[src/rtl/alarm_stat_pkg.sv]
package alarm_stat_pkg;
  localparam int STAT_W  = 8;
  localparam int N_ALM   = 3;
  localparam int SUM_BIT = 7;
  localparam int TOH_BIT = 6;
  localparam int POH_BIT = 5;
  localparam int ALM_LSB = 2;
  localparam logic [STAT_W-1:0] USED_MASK = 8'hFC;
  typedef logic [STAT_W-1:0] stat_t;
endpackage

[src/rtl/stat_set_map.sv]
module stat_set_map
  import alarm_stat_pkg::*;
(
  input  logic             toh_i,
  input  logic             poh_i,
  input  logic [N_ALM-1:0] alm_ev_i,
  input  logic             pm_ovf_i,
  output stat_t            set_o
);
  always_comb begin
    set_o          = '0;
    set_o[TOH_BIT] = toh_i;
    set_o[POH_BIT] = poh_i;
    for (int i = 0; i < N_ALM; i++) set_o[ALM_LSB+i] = alm_ev_i[i];
    set_o[SUM_BIT] = toh_i | poh_i | (|alm_ev_i) | pm_ovf_i;
  end
endmodule

[src/rtl/stat_sticky_bank.sv]
module stat_sticky_bank #(
  parameter int          W    = 8,
  parameter logic [W-1:0] MASK = '1
) (
  input  logic         clk_i,
  input  logic         rst_ni,
  input  logic [W-1:0] set_i,
  input  logic [W-1:0] clr_i,
  output logic [W-1:0] q_o
);
  // set term applied last: a same-cycle event beats a clear
  always_ff @(posedge clk_i or negedge rst_ni) begin
    if (!rst_ni) q_o <= '0;
    else         q_o <= ((q_o & ~clr_i) | set_i) & MASK;
  end


  set_sticks_chk: assert property (@(posedge clk_i) disable iff (!rst_ni)
    (set_i != '0) |=> ((q_o & $past(set_i & MASK)) == $past(set_i & MASK)));


  clr_only_chk: assert property (@(posedge clk_i) disable iff (!rst_ni)
    (clr_i != '0 && set_i == '0) |=> ((q_o & $past(clr_i)) == '0));
endmodule

[src/rtl/stat_read_port.sv]
module stat_read_port
  import alarm_stat_pkg::*;
#(
  parameter int                ADDR_W    = 4,
  parameter logic [ADDR_W-1:0] COR_ADDR  = 'h2,
  parameter logic [ADDR_W-1:0] W1C_ADDR  = 'h3,
  parameter logic [ADDR_W-1:0] LIVE_ADDR = 'h5
) (
  input  logic              clk_i,
  input  logic              rst_ni,
  input  logic [ADDR_W-1:0] addr_i,
  input  logic              rd_i,
  input  logic              wr_i,
  input  stat_t             wdata_i,
  input  stat_t             latched_i,
  input  stat_t             live_i,
  output stat_t             clr_o,
  output stat_t             rdata_o
);
  logic rd_cor, wr_w1c;
  assign rd_cor = rd_i && (addr_i == COR_ADDR);
  assign wr_w1c = wr_i && (addr_i == W1C_ADDR);

  always_comb begin
    clr_o = '0;
    if (rd_cor) clr_o = '1;
    if (wr_w1c) clr_o = clr_o | wdata_i;
  end

  always_ff @(posedge clk_i or negedge rst_ni) begin
    if (!rst_ni) rdata_o <= '0;
    else if (rd_i) begin
      case (addr_i)
        COR_ADDR, W1C_ADDR: rdata_o <= latched_i & USED_MASK;
        LIVE_ADDR:          rdata_o <= live_i & USED_MASK;
        default:            rdata_o <= '0;
      endcase
    end
  end


  rdata_hold_chk: assert property (@(posedge clk_i) disable iff (!rst_ni)
    !rd_i |=> $stable(rdata_o));


  cor_returns_old_chk: assert property (@(posedge clk_i) disable iff (!rst_ni)
    rd_cor |=> (rdata_o == $past(latched_i)));
endmodule

[src/rtl/stat_irq_reg.sv]
module stat_irq_reg (
  input  logic clk_i,
  input  logic rst_ni,
  input  logic sum_i,
  input  logic en_i,
  output logic irq_o
);
  always_ff @(posedge clk_i or negedge rst_ni) begin
    if (!rst_ni) irq_o <= 1'b0;
    else         irq_o <= sum_i & en_i;
  end


  irq_gate_chk: assert property (@(posedge clk_i) disable iff (!rst_ni)
    !en_i |=> !irq_o);


  irq_follow_chk: assert property (@(posedge clk_i) disable iff (!rst_ni)
    (en_i && sum_i) |=> irq_o);
endmodule

[src/rtl/alarm_stat_regs.sv]
module alarm_stat_regs
  import alarm_stat_pkg::*;
#(
  parameter int                ADDR_W    = 4,
  parameter logic [ADDR_W-1:0] COR_ADDR  = 'h2,
  parameter logic [ADDR_W-1:0] W1C_ADDR  = 'h3,
  parameter logic [ADDR_W-1:0] LIVE_ADDR = 'h5
) (
  input  logic              clk_i,
  input  logic              rst_ni,
  input  logic              toh_new_i,
  input  logic              poh_new_i,
  input  logic [2:0]        alm_ev_i,
  input  logic              pm_ovf_i,
  input  logic [2:0]        alm_lvl_i,
  input  logic              irq_en_i,
  input  logic [ADDR_W-1:0] addr_i,
  input  logic              rd_i,
  input  logic              wr_i,
  input  logic [7:0]        wdata_i,
  output logic [7:0]        rdata_o,
  output logic              irq_o
);
  stat_t set_vec, clr_vec, latched, live;

  always_comb begin
    live = '0;
    live[ALM_LSB +: N_ALM] = alm_lvl_i;
  end

  stat_set_map u_map (
    .toh_i    (toh_new_i),
    .poh_i    (poh_new_i),
    .alm_ev_i (alm_ev_i),
    .pm_ovf_i (pm_ovf_i),
    .set_o    (set_vec)
  );

  stat_sticky_bank #(.W(STAT_W), .MASK(USED_MASK)) u_bank (
    .clk_i  (clk_i),
    .rst_ni (rst_ni),
    .set_i  (set_vec),
    .clr_i  (clr_vec),
    .q_o    (latched)
  );

  stat_read_port #(
    .ADDR_W(ADDR_W), .COR_ADDR(COR_ADDR), .W1C_ADDR(W1C_ADDR), .LIVE_ADDR(LIVE_ADDR)
  ) u_port (
    .clk_i     (clk_i),
    .rst_ni    (rst_ni),
    .addr_i    (addr_i),
    .rd_i      (rd_i),
    .wr_i      (wr_i),
    .wdata_i   (wdata_i),
    .latched_i (latched),
    .live_i    (live),
    .clr_o     (clr_vec),
    .rdata_o   (rdata_o)
  );

  stat_irq_reg u_irq (
    .clk_i  (clk_i),
    .rst_ni (rst_ni),
    .sum_i  (latched[SUM_BIT]),
    .en_i   (irq_en_i),
    .irq_o  (irq_o)
  );


  summary_set_chk: assert property (@(posedge clk_i) disable iff (!rst_ni)
    (toh_new_i || poh_new_i || (|alm_ev_i) || pm_ovf_i) |=> latched[SUM_BIT]);


  cor_clears_chk: assert property (@(posedge clk_i) disable iff (!rst_ni)
    (rd_i && addr_i == COR_ADDR && set_vec == '0) |=> (latched == '0));


  w1c_read_keeps_chk: assert property (@(posedge clk_i) disable iff (!rst_ni)
    (rd_i && addr_i == W1C_ADDR && !wr_i) |=> ((latched & $past(latched)) == $past(latched)));


  low_bits_chk: assert property (@(posedge clk_i) disable iff (!rst_ni)
    rd_i |=> (rdata_o[1:0] == 2'b00));
endmodule

[config.mk]
export PLATFORM = sky130hd
export DESIGN_NAME = alarm_stat_regs
export DESIGN_NICKNAME = d
export VERILOG_FILES = /design/src/rtl/alarm_stat_pkg.sv /design/src/rtl/stat_set_map.sv /design/src/rtl/stat_sticky_bank.sv /design/src/rtl/stat_read_port.sv /design/src/rtl/stat_irq_reg.sv /design/src/rtl/alarm_stat_regs.sv
export SDC_FILE = /design/constraint.sdc
export NUM_CORES = 1
export LEC_CHECK = 0
export BUFFER_PORTS_ARGS = -buffer_cell sky130_fd_sc_hd__buf_2
export CAP_MARGIN = 20
export CORE_UTILIZATION = 44
export CTS_CLUSTER_SIZE = 20
export DETAILED_ROUTE_END_ITERATION = 8
export HOLD_SLACK_MARGIN = 0.15
export PLACE_DENSITY = 0.89
export SETUP_SLACK_MARGIN = 0.2
export SLEW_MARGIN = 0
export SYNTH_ARGS = -nofsm -noshare
export SYNTH_HDL_FRONTEND = slang
export SYNTH_SLANG_ARGS = --single-unit
[constraint.sdc]
create_clock -name clk_i -period 1.9 [get_ports clk_i]
set_clock_uncertainty 0.05 [all_clocks]
set_input_delay 0.19 -clock clk_i [delete_from_list [all_inputs] [get_ports clk_i]]
set_output_delay 0.19 -clock clk_i [all_outputs]
set_load 0.01 [all_outputs]
After elaboration in Yosys (flattened, before gate mapping)
Index checks and enable logic that the tools add are counted.
{ "totals": {"out_inout_bits": 9, "wordCells": 21, "regBits": 15, "inputBits": 26} }
{ "classes": {"bitwise": 8, "n_eq_ne": 3, "mux": 3, "reduce_logical": 4} }
{ "op_table": {"columns": ["cell", "n"], "rows": [
  ["8-bit 2-to-1 mux", 2],
  ["8-bit bitwise OR", 2],
  ["8-bit one-hot mux with 2 select lines", 1],
  ["8-bit bitwise AND", 1],
  ["4-bit by 2-bit == test with 1-bit output (second input constant)", 2],
  ["8-bit inverter", 1],
  ["4-bit by 3-bit == test with 1-bit output (second input constant)", 1],
  ["1-bit bitwise OR", 3],
  ["3-bit OR reduction", 1],
  ["1-bit logical AND", 2],
  ["2-bit OR reduction", 1],
  ["1-bit bitwise AND", 1]
]} }

Depth between registers and ports, before layout
{ "logic_depth": {"word_depth": 8, "depth_mapped": 4, "depth_no_buf": 3} }

By module
From an unflattened synthesis, not the netlist that was laid out.
{ "hier_totals": {"cells_unflattened": 73, "area_unflattened_um2": 748.2} }
{ "by_module_without_submodules": {"columns": ["mod", "cells_per_inst", "area_per_inst_um2", "n_inst"], "rows": [
  ["stat_read_port", 38, 406.6, 1],
  ["stat_sticky_bank", 21, 236.5, 1],
  ["stat_set_map", 11, 70.1, 1],
  ["stat_irq_reg", 2, 31.3, 1],
  ["alarm_stat_regs", 1, 3.8, 1]
]} }

Worst setup path after synthesis
No wires, ideal clock.
{ "synth_path": {"kind": "input-to-reg", "startpoint": "input port addr_i[2]", "endpoint": "register u_bank.q_o[6]", "setup_time_ns": 0.120, "arrival_ns": 0.892, "path_slack_ns": 0.839, "required_ns": 1.730, "cell_stages": 4, "cell_sequence": "nor4bb_1 > buf_4 > nand2b_4 > a31o_1"} }
{ "synth_between": {"elab_chain_cells": 8, "elab_cells_between_ends": 10, "cone_classes": "2 x eq/ne; 2 x mux; 4 x bitwise; 2 x reduce/logical"} }
{ "synth_rtl": {"columns": ["element", "line_no", "text"], "rows": [
  ["from (decl)", "alarm_stat_regs.sv:17", "input logic [ADDR_W-1:0] addr_i,"],
  ["4-bit by 2-bit == test with 1-bit output", "stat_read_port.sv:21", "assign rd_cor = rd_i && (addr_i == COR_ADDR);"],
  ["1-bit logical AND", "stat_read_port.sv:21", null],
  ["8-bit 2-to-1 mux", "stat_read_port.sv:26", "if (rd_cor) clr_o = '1;"],
  ["8-bit bitwise OR", "stat_read_port.sv:27", "if (wr_w1c) clr_o = clr_o | wdata_i;"],
  ["8-bit 2-to-1 mux *", "stat_read_port.sv:27", null],
  ["8-bit inverter *", "stat_sticky_bank.sv:14", "else q_o <= ((q_o & ~clr_i) | set_i) & MASK;"],
  ["8-bit bitwise AND *", "stat_sticky_bank.sv:14", null],
  ["8-bit bitwise OR *", "stat_sticky_bank.sv:14", null],
  ["to (signal assigned)", "stat_sticky_bank.sv:14", null],
  ["to (decl)", "stat_sticky_bank.sv:9", "output logic [W-1:0] q_o"]
]} }
Mark *: on every way between the ends. The rest lies on a longest branch, timed or not.
A chain may end at the register's enable or synchronous reset.

Worst setup path in the final report
{ "layout_path": {"startpoint": "input port rd_i", "endpoint": "register u_bank.q_o[4]"} }
{ "layout_between": {"elab_chain_cells": 7} }
{ "layout_rtl": {"columns": ["element", "line_no", "text"], "rows": [
  ["from (decl)", "alarm_stat_regs.sv:18", "input logic rd_i,"],
  ["1-bit logical AND *", "stat_read_port.sv:21", null],
  ["8-bit 2-to-1 mux *", "stat_read_port.sv:26", null],
  ["8-bit bitwise OR", "stat_read_port.sv:27", null],
  ["8-bit 2-to-1 mux *", "stat_read_port.sv:27", null],
  ["8-bit inverter *", "stat_sticky_bank.sv:14", null],
  ["8-bit bitwise AND *", "stat_sticky_bank.sv:14", null],
  ["8-bit bitwise OR *", "stat_sticky_bank.sv:14", null]
]} }
Marks and branches as above.

==> impl_metrics.csv <==
group,metric,value,unit
outcome,outcome,"finished clean",
logic_synthesis,synth_top_area_share,53.1,%
layout,final_nets,125,
detailed_routing,num_vias,600,
power_and_ir_drop,ir_drop,0.000434,V
floorplanning,dieArea,1550,µm²
setup_path,setup.worst_path.start_class,"input port",
detailed_routing,drt-total-wl,1.67,mm
logic_synthesis,synth_area,613,µm²
logic_synthesis,synthCells,55,
detailed_routing,drt_iter0_drc,21,
setup_path,r2r_end,"u_port.rdata_o[2]$_DFFE_PN0P_",
layout,num_antenna_cells,0,
power_and_ir_drop,p_leak,0.419,nW
floorplanning,core.rowCount,13,
global_route,antenna_found_initial,0,
setup_path,r2r_slack,0.87,ns
layout,drive_gt1_share,42.9,%
detailed_routing,detail-route-antenna-nets,0,
floorplanning,core_area,1300,µm²
setup_path,reg2reg_from,"u_port.rdata_o[2]$_DFFE_PN0P_",
cts,post_cts_buffers,0,
global_route,grt_pass1_wl,2.48,mm
timing,fin_hold_ws,0.180,ns
cts,cts_root_buf,"clkbuf_4",
logic_synthesis,yosys_warnings,0,
logic_synthesis,ys_async_sr_fraction,100,%
logic_synthesis,synth_top_flop_cell,"dfrtp_1",
timing,setup_violations,0,
logic_synthesis,synth_area_leaders,"dfrtp_1 53%, a31o_1 8.6%, a221o_2 5.5%, nand3_1 4.9%, and2b_2 4.3%",
cts,clk_latency,0.27,ns
logic_synthesis,synth_top_cell_by_area,"dfrtp_1",
setup_path,crit_chain,"dlygate4sd3_1, buf_2, nor4bb_1, buf_4, nand2b_4, a31o_1",
setup_path,worstPathArrival,1.62,ns
setup_path,worst-setup-path-type,"in -> reg",
logic_synthesis,synth.distinct_cells,20,
cts,max-clock-path-buffers,2,
layout,final_cell_mix,"30 x buf_2, 13 x dfrtp_1, 11 x dlygate4sd3_1, 6 x nand3_1, 6 x a31o_1",
worst_hold_path,hold_class,"in -> reg",
detailed_routing,drc_errors,0,
cts,post_cts_resized,0,
timing,rsz0062_at_grt,"no",
timing,fin_setup_tns,0,ns
power_and_ir_drop,power,0.000565,W
global_route,grt-ovfl-total,0,
cts,clkTransAtPathRegs,0.08,ns
cts,cts_num_sinks,13,
placed_design,port_buffers,30,
timing,finalCritPeriodShare,79.1,%
layout,finalCoreUtilization,69.4,%
timing,period_minus_slack,1.50,ns
cts,cts_tree,"yes",
global_route,grt_max_degree,14,
timing,maxSlewViolCount,0,
job,cap_viol_max_count,0,
layout,layout_commonest_cell,"buf_2",
detailed_routing,dr.pass1.iters,4,
layout,area_delta_synth_final,47.3,%
cts,htree_levels,1,
global_route,grt_pass1_vias,549,
setup_path,critPathSlowestCell,"dlygate4sd3_1",
worst_hold_path,worstHoldPathCells,4,
power_and_ir_drop,p_per_area,626,nW/µm²
setup_path,crit_required,2.02,ns
global_route,grt_usage,25.1,%
detailed_routing,vias_per_cell,5.31,
worst_hold_path,worstHoldStart,"pm_ovf_i",
logic_synthesis,synth_edf_count,0,
setup_path,cp_slowest_stage_delay,0.52,ns
setup_path,path_max_fanout,8,
setup_path,reg2reg_depth,2,
logic_synthesis,ys_ff_latch,13,
logic_synthesis,synth_area_per_cell,11.1,µm²
logic_synthesis,synth_seq_area_share,53.1,%
floorplanning,chipWidth,39.3,µm
cts,cts-buffers-inserted,3,
timing,finalHoldViolations,0,
detailed_routing,wire_per_inst,14.8,µm
worst_hold_path,hold_end,"u_bank.q_o[7]$_DFF_PN0_",
floorplanning,initial_core_util,47.1,%
floorplanning,die_y,39.3,µm
layout,n_fill_cell,96,
setup_path,cp-end-kind,"register",
placed_design,place_congestion,0.785,
timing,fmax,0.666,GHz
floorplanning,pin_count,35,
## routing by layer
metal	GRT usage [%]	wire length (µm)	vias up
met5	0	0	-
met4	12.9	8	0
met3	3.41	105	2
met2	39.2	860	34
met1	33.6	696	282
li1	-	-	282
## Yosys cell counts, types with 3 or more instances
master   count
dfrtp_1     13
a31o_1       6
nand3_1      6
nand2_1      4
a221o_2      3
and2b_2      3
buf_4        3
inv_1        3
o21ai_0      3
## what timing repair did
| item | CTS | global route |
|---|---|---|
| hold buffers | 11 | 0 |
| endpoints found under the setup margin | 0 | 0 |
| hold endpoints to repair | 24 | 0 |
## metrics by stage
step / std cells / area, µm² / setup WS (ns)
floorplan: 56 / 617 / 0.839
global placement: 98 / 767 / 0.671
detailed placement: 98 / 767 / 0.644
CTS: 113 / 903 / 0.422
global route: 113 / 903 / 0.337
finish: 113 / 903 / 0.398
## kinds of logic (layout without fill, tap and decap cells)
family	count (synthesis)	in the layout	synth area share, %
and+or+nand+nor	22	22	23.7
DFF	13	13	53.1
AOI/OAI and AO/OA	12	12	16.5
buffers and inverters	7	49	6.12
other	1	2	0.612
## worst max-delay path, delay by kind of cell
family / cells / cell delay (ns)
AO/OA/AOI/OAI: 1 / 0.21
buffers and inverters: 3 / 0.91
AND/OR/NAND/NOR: 2 / 0.31
## where the power goes
| part | internal [W] | total, W | switching, W |
|---|---|---|---|
| Combinational | 0.0000551 | 0.000100 | 0.0000450 |
| Clock | 0.0000814 | 0.000170 | 0.0000891 |
| Sequential | 0.000289 | 0.000295 | 0.00000582 |
| Total | 0.000426 | 0.000565 | 0.000140 |
## sequential cells by signal (all words and copies together) (netlist names)
register	cells
u_irq.irq_o	1
u_bank.q_o	6
u_port.rdata_o	6
## cell type report
type	instances	area [µm²]	area share, %
inverter	3	11.3	1.25
clock buffer	4	26.3	2.91
timing repair buffer	42	268	29.6
sequential	13	325	36.0
tap	15	18.8	2.08
multi-input combinational	36	254	28.1
## worst max path at each step
stage                          from                       to  slack (ns)  cells after the start
after detailed placement  addr_i[2]  u_bank.q_o[4]$_DFF_PN0_        0.64                      5
after CTS                      rd_i  u_bank.q_o[4]$_DFF_PN0_        0.42                      6
after global routing           rd_i  u_bank.q_o[6]$_DFF_PN0_        0.34                      6
after global placement    addr_i[2]  u_bank.q_o[6]$_DFF_PN0_        0.67                      5
after floorplan           addr_i[2]  u_bank.q_o[6]$_DFF_PN0_        0.84                      4
final                          rd_i  u_bank.q_o[4]$_DFF_PN0_        0.40                      6
Note: power is estimated with default switching activity, not from simulation.
